File: src/rtl/xpt_pkg.sv
package xpt_pkg;
  typedef enum logic [1:0] {
    BIAS_GND  = 2'b00,
    BIAS_HALF = 2'b01,
    BIAS_POS  = 2'b10,
    BIAS_NEG  = 2'b11
  } bias_e;

  typedef enum logic [1:0] {
    DRV_OFF   = 2'b00,
    DRV_WRITE = 2'b01,
    DRV_READ  = 2'b10
  } drive_e;

  typedef enum logic [2:0] {
    ST_IDLE  = 3'd0,
    ST_WAPP  = 3'd1,
    ST_WHOLD = 3'd2,
    ST_WGND  = 3'd3,
    ST_RAPP  = 3'd4,
    ST_RSAMP = 3'd5
  } state_e;
endpackage

File: src/rtl/xpt_seq.sv
module xpt_seq
  import xpt_pkg::*;
(
  input  logic   clk,
  input  logic   rst_n,
  input  logic   req_valid,
  input  logic   req_write,
  output logic   busy,
  output logic   accept,
  output logic   sample,
  output drive_e drive
);
  state_e state_q, state_d;

  always_comb begin
    state_d = state_q;
    case (state_q)
      ST_IDLE:  if (req_valid) state_d = req_write ? ST_WAPP : ST_RAPP;
      ST_WAPP:  state_d = ST_WHOLD;
      ST_WHOLD: state_d = ST_WGND;
      ST_WGND:  state_d = ST_IDLE;
      ST_RAPP:  state_d = ST_RSAMP;
      ST_RSAMP: state_d = ST_IDLE;
      default:  state_d = ST_IDLE;
    endcase
  end

  always_ff @(posedge clk or negedge rst_n) begin
    if (!rst_n) state_q <= ST_IDLE;
    else        state_q <= state_d;
  end

  always_comb begin
    busy   = (state_q != ST_IDLE);
    accept = req_valid && (state_q == ST_IDLE);
    sample = (state_q == ST_RSAMP);
    case (state_q)
      ST_WAPP, ST_WHOLD: drive = DRV_WRITE;
      ST_RAPP, ST_RSAMP: drive = DRV_READ;
      default:           drive = DRV_OFF;
    endcase
  end
endmodule

File: src/rtl/xpt_line_bias.sv
module xpt_line_bias
  import xpt_pkg::*;
#(
  parameter int N_ROW = 8,
  parameter int N_COL = 8,
  localparam int RW = $clog2(N_ROW),
  localparam int CW = $clog2(N_COL)
) (
  input  drive_e              drive,
  input  logic [RW-1:0]       row,
  input  logic [CW-1:0]       col,
  input  logic                wbit,
  output logic [2*N_ROW-1:0]  wl,
  output logic [2*N_COL-1:0]  bl
);
  bias_e full_code;
  assign full_code = wbit ? BIAS_POS : BIAS_NEG;

  for (genvar k = 0; k < N_ROW; k++) begin : g_wl
    localparam logic [RW-1:0] KR = RW'(k);
    always_comb begin
      case (drive)
        DRV_WRITE: wl[2*k+:2] = (row == KR) ? full_code : BIAS_HALF;
        DRV_READ:  wl[2*k+:2] = (row == KR) ? BIAS_HALF : BIAS_GND;
        default:   wl[2*k+:2] = BIAS_GND;
      endcase
    end
  end

  for (genvar k = 0; k < N_COL; k++) begin : g_bl
    localparam logic [CW-1:0] KC = CW'(k);
    always_comb begin
      case (drive)
        DRV_WRITE: bl[2*k+:2] = (col == KC) ? full_code : BIAS_HALF;
        default:   bl[2*k+:2] = BIAS_GND;
      endcase
    end
  end
endmodule

File: src/rtl/xpt_sense_pick.sv
module xpt_sense_pick #(
  parameter int N_ARR = 8,
  parameter int N_COL = 8,
  localparam int CW = $clog2(N_COL)
) (
  input  logic [N_ARR*N_COL-1:0] sense,
  input  logic [CW-1:0]          col,
  output logic [N_ARR-1:0]       bits
);
  for (genvar a = 0; a < N_ARR; a++) begin : g_pick
    logic [N_COL-1:0] slice;
    assign slice   = sense[a*N_COL +: N_COL];
    assign bits[a] = slice[col];
  end
endmodule

File: src/rtl/xpt_bias_ctrl.sv
module xpt_bias_ctrl
  import xpt_pkg::*;
#(
  parameter int N_ARR = 8,
  parameter int N_ROW = 8,
  parameter int N_COL = 8,
  localparam int RW = $clog2(N_ROW),
  localparam int CW = $clog2(N_COL)
) (
  input  logic                     clk,
  input  logic                     rst_n,
  input  logic                     req_valid,
  input  logic                     req_write,
  input  logic [RW-1:0]            req_row,
  input  logic [CW-1:0]            req_col,
  input  logic [N_ARR-1:0]         req_data,
  output logic                     busy,
  output logic                     rd_valid,
  output logic [N_ARR-1:0]         rd_data,
  output logic [2*N_ARR*N_ROW-1:0] wl_bias,
  output logic [2*N_ARR*N_COL-1:0] bl_bias,
  input  logic [N_ARR*N_COL-1:0]   sense
);
  logic             accept, sample;
  drive_e           drive;
  logic [RW-1:0]    row_q;
  logic [CW-1:0]    col_q;
  logic [N_ARR-1:0] data_q, rd_data_q, picked;
  logic             rd_valid_q;

  xpt_seq u_seq (
    .clk(clk), .rst_n(rst_n), .req_valid(req_valid), .req_write(req_write),
    .busy(busy), .accept(accept), .sample(sample), .drive(drive)
  );

  always_ff @(posedge clk or negedge rst_n) begin
    if (!rst_n) begin
      row_q  <= '0;
      col_q  <= '0;
      data_q <= '0;
    end else if (accept) begin
      row_q  <= req_row;
      col_q  <= req_col;
      data_q <= req_data;
    end
  end

  for (genvar a = 0; a < N_ARR; a++) begin : g_arr
    xpt_line_bias #(.N_ROW(N_ROW), .N_COL(N_COL)) u_lb (
      .drive(drive), .row(row_q), .col(col_q), .wbit(data_q[a]),
      .wl(wl_bias[2*N_ROW*a +: 2*N_ROW]),
      .bl(bl_bias[2*N_COL*a +: 2*N_COL])
    );
  end

  xpt_sense_pick #(.N_ARR(N_ARR), .N_COL(N_COL)) u_pick (
    .sense(sense), .col(col_q), .bits(picked)
  );

  always_ff @(posedge clk or negedge rst_n) begin
    if (!rst_n) begin
      rd_data_q  <= '0;
      rd_valid_q <= 1'b0;
    end else begin
      rd_valid_q <= sample;
      if (sample) rd_data_q <= picked;
    end
  end

  assign rd_data  = rd_data_q;
  assign rd_valid = rd_valid_q;
endmodule

File: config.mk
export PLATFORM = sky130hd
export DESIGN_NAME = xpt_bias_ctrl
export DESIGN_NICKNAME = d
export VERILOG_FILES = /design/src/rtl/xpt_pkg.sv /design/src/rtl/xpt_seq.sv /design/src/rtl/xpt_line_bias.sv /design/src/rtl/xpt_sense_pick.sv /design/src/rtl/xpt_bias_ctrl.sv
export SDC_FILE = /design/constraint.sdc
export NUM_CORES = 1
export LEC_CHECK = 0
export BUFFER_PORTS_ARGS = -buffer_cell sky130_fd_sc_hd__buf_2
export CAP_MARGIN = 30
export CELL_PAD_IN_SITES_DETAIL_PLACEMENT = 0
export CELL_PAD_IN_SITES_GLOBAL_PLACEMENT = 1
export CORE_MARGIN = 5
export CORE_UTILIZATION = 26
export CTS_CLUSTER_DIAMETER = 200
export DETAILED_ROUTE_END_ITERATION = 16
export PLACE_DENSITY = 0.82
export SYNTH_ARGS = -nofsm -noshare
export SYNTH_HDL_FRONTEND = slang
export SYNTH_SLANG_ARGS = --single-unit
File: constraint.sdc
create_clock -name clk -period 2.65 [get_ports clk]
set_clock_uncertainty 0.15 [all_clocks]
set_input_delay 0.265 -clock clk [delete_from_list [all_inputs] [get_ports clk]]
set_output_delay 0.265 -clock clk [all_outputs]
set_load 0.05 [all_outputs]
==> report_table.html <==
<table>
<tr><th>Metric</th><th>Value</th></tr>
<tr><th colspan="2">Synthesis</th></tr>
<tr><td>Number of synthesized register bits</td><td>26</td></tr>
<tr><td>Proportion of netlist area held by the largest area contributor</td><td>20.6%</td></tr>
<tr><td>Post-Syn Nets</td><td>693</td></tr>
<tr><td>Post-synthesis instance area</td><td>4300 µm²</td></tr>
<tr><td>Most frequently used flop master after synthesis</td><td>sky130_fd_sc_hd__dfrtp_1</td></tr>
<tr><td>FFs w/ async S/R, synth</td><td>100%</td></tr>
<tr><td>Yosys Warn Count</td><td>0</td></tr>
<tr><td>Sequential-to-total area share from yosys stat</td><td>15.1%</td></tr>
<tr><td>Count of flip-flops with a built-in enable after synthesis</td><td>0</td></tr>
<tr><td>Cell count after synthesis</td><td>608</td></tr>
<tr><td>Top post-synthesis cells by area</td><td>sky130_fd_sc_hd__buf_4 21%, sky130_fd_sc_hd__dfrtp_1 15%, sky130_fd_sc_hd__a21boi_0 11%</td></tr>
<tr><td>Library cell with the largest summed area after synthesis</td><td>sky130_fd_sc_hd__buf_4</td></tr>
<tr><td>Yosys cell types</td><td>42</td></tr>
<tr><td>Post-Syn Area per Cell</td><td>7.08 µm²</td></tr>
<tr><th colspan="2">Floorplanning</th></tr>
<tr><td>Num ports</td><td>348</td></tr>
<tr><td>Vertical die dimension</td><td>139 µm</td></tr>
<tr><td>Initial Utilization</td><td>26.2%</td></tr>
<tr><td>Total die area</td><td>19200 µm²</td></tr>
<tr><td>Std-Cell Rows</td><td>47</td></tr>
<tr><td>Die boundary width</td><td>139 µm</td></tr>
<tr><td>Total core area</td><td>16400 µm²</td></tr>
<tr><th colspan="2">CTS</th></tr>
<tr><td>Clock-pin transition on the worst setup and hold timing paths</td><td>0.07 ns</td></tr>
<tr><td>Sinks on the clock net</td><td>26</td></tr>
<tr><td>Clock tree from TritonCTS</td><td>built</td></tr>
<tr><td>Clock latency on the worst-skew pair</td><td>0.26 ns</td></tr>
<tr><td>H-tree level count</td><td>1</td></tr>
<tr><td>Number of buffers on the longest clock path</td><td>2</td></tr>
<tr><td>CTS Root Cell</td><td>sky130_fd_sc_hd__clkbuf_16</td></tr>
<tr><td>Number of buffers created by CTS</td><td>3</td></tr>
<tr><th colspan="2">Routing</th></tr>
<tr><td>1st-iter DRT viols</td><td>206</td></tr>
<tr><td>Detail-routed net length per standard cell</td><td>16.7 µm</td></tr>
<tr><td>Antenna-violating nets left</td><td>0</td></tr>
<tr><td>DRC violations left</td><td>0</td></tr>
<tr><td>Vias/cell</td><td>4.57</td></tr>
<tr><td>Total iterations of the first detailed-routing run</td><td>4</td></tr>
<tr><td>DR vias</td><td>4738</td></tr>
<tr><td>Routed Wire Length</td><td>17300 µm</td></tr>
<tr><th colspan="2">STA</th></tr>
<tr><td>Clock period minus worst slack</td><td>2.57 ns</td></tr>
<tr><td>Final critical-path share of the clock period</td><td>96.8%</td></tr>
<tr><td>Final count of negative-setup-slack endpoints</td><td>0</td></tr>
<tr><td>Hold Fails Final Rpt</td><td>0</td></tr>
<tr><td>Final hold slack</td><td>0.0679 ns</td></tr>
<tr><td>Worst relative slew slack</td><td>40.8%</td></tr>
<tr><td>Worst Tran Pin Value</td><td>0.888 ns</td></tr>
<tr><td>Summed negative setup slack over all endpoints</td><td>0 ns</td></tr>
<tr><td>RSZ-0062 raised after global routing</td><td>true</td></tr>
<tr><td>Achievable clock frequency</td><td>390 MHz</td></tr>
<tr><td>Max-slew violation count</td><td>0</td></tr>
<tr><th colspan="2">Worst setup path</th></tr>
<tr><td>Critical setup path kind</td><td>register to primary output</td></tr>
<tr><td>Setup slack on the worst flop-to-flop path</td><td>0.54 ns</td></tr>
<tr><td>Critical Path End</td><td>wl_bias[73]</td></tr>
<tr><td>Worst R2R End</td><td>rd_data[6]$_DFFE_PN0N_</td></tr>
<tr><td>Startpoint of the worst register-to-register path</td><td>col_q[1]$_DFFE_PN0P_</td></tr>
<tr><td>Element type at the critical path end</td><td>primary output</td></tr>
<tr><td>Count of cells along the worst register-to-register path</td><td>5</td></tr>
<tr><td>Arrival time reported for the critical path endpoint</td><td>2.15 ns</td></tr>
<tr><td>Data required time at the worst endpoint</td><td>2.24 ns</td></tr>
<tr><td>Source of the critical timing path</td><td>u_seq.state_q[1]$_DFFE_PN0P_</td></tr>
<tr><td>Kind of launch point of the worst setup path</td><td>register</td></tr>
<tr><td>Crit-path max FO</td><td>8</td></tr>
<tr><th colspan="2">Place</th></tr>
<tr><td>Placed Area</td><td>5490 µm²</td></tr>
<tr><td>Final HPWL DP</td><td>13400 µm</td></tr>
<tr><td>Number of buffers added on ports</td><td>347</td></tr>
<tr><td>Final RePlAce weighted congestion</td><td>0.832</td></tr>
<tr><th colspan="2">Min path</th></tr>
<tr><td>Path type of the worst min-delay path</td><td>input pin to register</td></tr>
<tr><td>Depth of the worst hold-timing path</td><td>3</td></tr>
<tr><th colspan="2">Final layout</th></tr>
<tr><td>Net count, final</td><td>900</td></tr>
<tr><td>Layout Area Growth over Synthesis</td><td>45.2%</td></tr>
<tr><td>Cell area after layout</td><td>6250 µm²</td></tr>
<tr><td>Reg area</td><td>654 µm²</td></tr>
<tr><td>Multi-input logic area</td><td>2710 µm²</td></tr>
<tr><td>Filler Cell Count</td><td>1738</td></tr>
<tr><td>Share of final-layout standard cells stronger than drive strength 1</td><td>58.1%</td></tr>
<tr><th colspan="2">Global route</th></tr>
<tr><td>Total grt overflow</td><td>0</td></tr>
<tr><td>Maximum number of pins on one net before global-route repair</td><td>74</td></tr>
<tr><td>Via count of the first global-routing pass</td><td>4534</td></tr>
<tr><td>Overall fraction of global-route tracks in use</td><td>16.3%</td></tr>
<tr><td>Wire length of the first global-routing pass</td><td>25900 µm</td></tr>
<tr><td>Number of antenna violations at the first check in global routing</td><td>1</td></tr>
<tr><th colspan="2">Run status</th></tr>
<tr><td>Result of the run</td><td>finished clean</td></tr>
<tr><th colspan="2">Job</th></tr>
<tr><td>Max-Cap Viols</td><td>0</td></tr>
</table>
[cells in the mapped netlist, types with 2 or more instances]
master and instances:
sky130_fd_sc_hd__a211o_1 3, sky130_fd_sc_hd__a211oi_1 2, sky130_fd_sc_hd__a21boi_0 64, sky130_fd_sc_hd__a21oi_1 68
sky130_fd_sc_hd__a221o_1 4, sky130_fd_sc_hd__a31oi_1 3, sky130_fd_sc_hd__and2_1 9, sky130_fd_sc_hd__and3_1 4
sky130_fd_sc_hd__and3b_1 3, sky130_fd_sc_hd__buf_12 2, sky130_fd_sc_hd__buf_2 11, sky130_fd_sc_hd__buf_4 118
sky130_fd_sc_hd__buf_6 2, sky130_fd_sc_hd__clkbuf_1 37, sky130_fd_sc_hd__dfrtp_1 26, sky130_fd_sc_hd__ha_1 3
sky130_fd_sc_hd__inv_1 10, sky130_fd_sc_hd__mux2_2 14, sky130_fd_sc_hd__mux2_4 8, sky130_fd_sc_hd__mux2i_1 15
sky130_fd_sc_hd__nand2_1 112, sky130_fd_sc_hd__nand2b_1 3, sky130_fd_sc_hd__nor2_1 42, sky130_fd_sc_hd__nor2b_1 10
sky130_fd_sc_hd__nor3_1 4, sky130_fd_sc_hd__nor3_2 2, sky130_fd_sc_hd__nor3b_4 3, sky130_fd_sc_hd__o21ai_0 2
sky130_fd_sc_hd__o21ai_1 2, sky130_fd_sc_hd__o21ai_2 2, sky130_fd_sc_hd__o22ai_1 7, sky130_fd_sc_hd__o31ai_1 3
[worst min-delay path by stage]
stage                     slack, ns       start                      to
after floorplan               -0.18       rst_n    col_q[0]$_DFFE_PN0P_
after global placement         0.15       rst_n  rd_data[6]$_DFFE_PN0N_
after detailed placement       0.14       rst_n  rd_data[6]$_DFFE_PN0N_
after CTS                      0.06  req_col[1]    col_q[1]$_DFFE_PN0P_
after global routing           0.07  req_col[1]    col_q[1]$_DFFE_PN0P_
final                          0.07  req_col[1]    col_q[1]$_DFFE_PN0P_
[cell usage in the layout, fill, tap and decap left out, drive strengths merged, types with 6 or more instances in the layout]
cell	count
buf	305
mux2i	15
nor3	7
mux2	22
clkbuf	70
o21ai	6
nor2b	10
nor2	44
and2	9
nand2	112
a21oi	68
o22ai	7
a21boi	64
dfrtp	26
inv	11
[per-stage QoR]
| step | cells | utilization, % | setup WS (ns) |
|---|---|---|---|
| floorplan | 608 | - | -0.371 |
| global placement | 1027 | 33.5 | 0.0269 |
| detailed placement | 1027 | 33.5 | -0.0284 |
| CTS | 1032 | 34.6 | 0.00442 |
| global route | 1035 | 38.1 | -0.0586 |
| finish | 1036 | 38.1 | 0.0839 |
[worst max-delay path, stage by stage, from the launching register on]
cell and delay (ns):
sky130_fd_sc_hd__dfrtp_2 0.44, sky130_fd_sc_hd__xnor2_2 0.16, sky130_fd_sc_hd__nor2_2 0.15, sky130_fd_sc_hd__inv_1 0.09
sky130_fd_sc_hd__ha_4 0.25, sky130_fd_sc_hd__nand2b_4 0.26, sky130_fd_sc_hd__nor2b_4 0.28, sky130_fd_sc_hd__buf_4 0.25
[logic make-up (layout without fill, tap and decap cells)]
family	count (synthesis)	after routing	synth area share, %
AO/OA/AOI/OAI	161	161	24.0
XOR/XNOR	1	1	0.204
adder cells (fa/ha/maj)	3	3	0.872
buffers and inverters	182	388	27.8
flip-flops	26	26	15.1
multiplexers	38	38	10.5
other	0	2	0
AND/OR/NAND/NOR	197	197	21.5
[layer usage]
metal,GRT usage (%),share of wire [%],up-vias
met5,0,0,-
met1,20.3,40,2219
met2,30.3,52,182
met4,2.63,1.6,0
li1,-,-,2319
met3,2.34,5.7,18
[state kept, by name (all words and copies together), names as in the netlist]
name	flops
row_q	3
rd_data	8
u_seq.state_q	3
rd_valid	1
col_q	3
data_q	8
[what timing repair did]
item	4_1_cts	5_1_grt
endpoints found under the setup margin	72	235
hold endpoints to repair	26	0
buffers inserted	0	2
gates resized for setup	19	283
pin swaps	0	2
hold buffers	1	0
cloned	0	0
[cell type report]
class | count | area share (%)
clock inverter | 1 | 0.481
clock buffer | 3 | 1.20
tap | 220 | 4.41
multi-input combinational | 400 | 43.3
sequential | 26 | 10.5
timing repair buffer | 373 | 39.4
antenna | 2 | 0.0801
inverter | 11 | 0.661
Power is left out: the tool's default activity adds up to more than one toggle a clock period on the data nets, which glitch-free logic cannot reach.
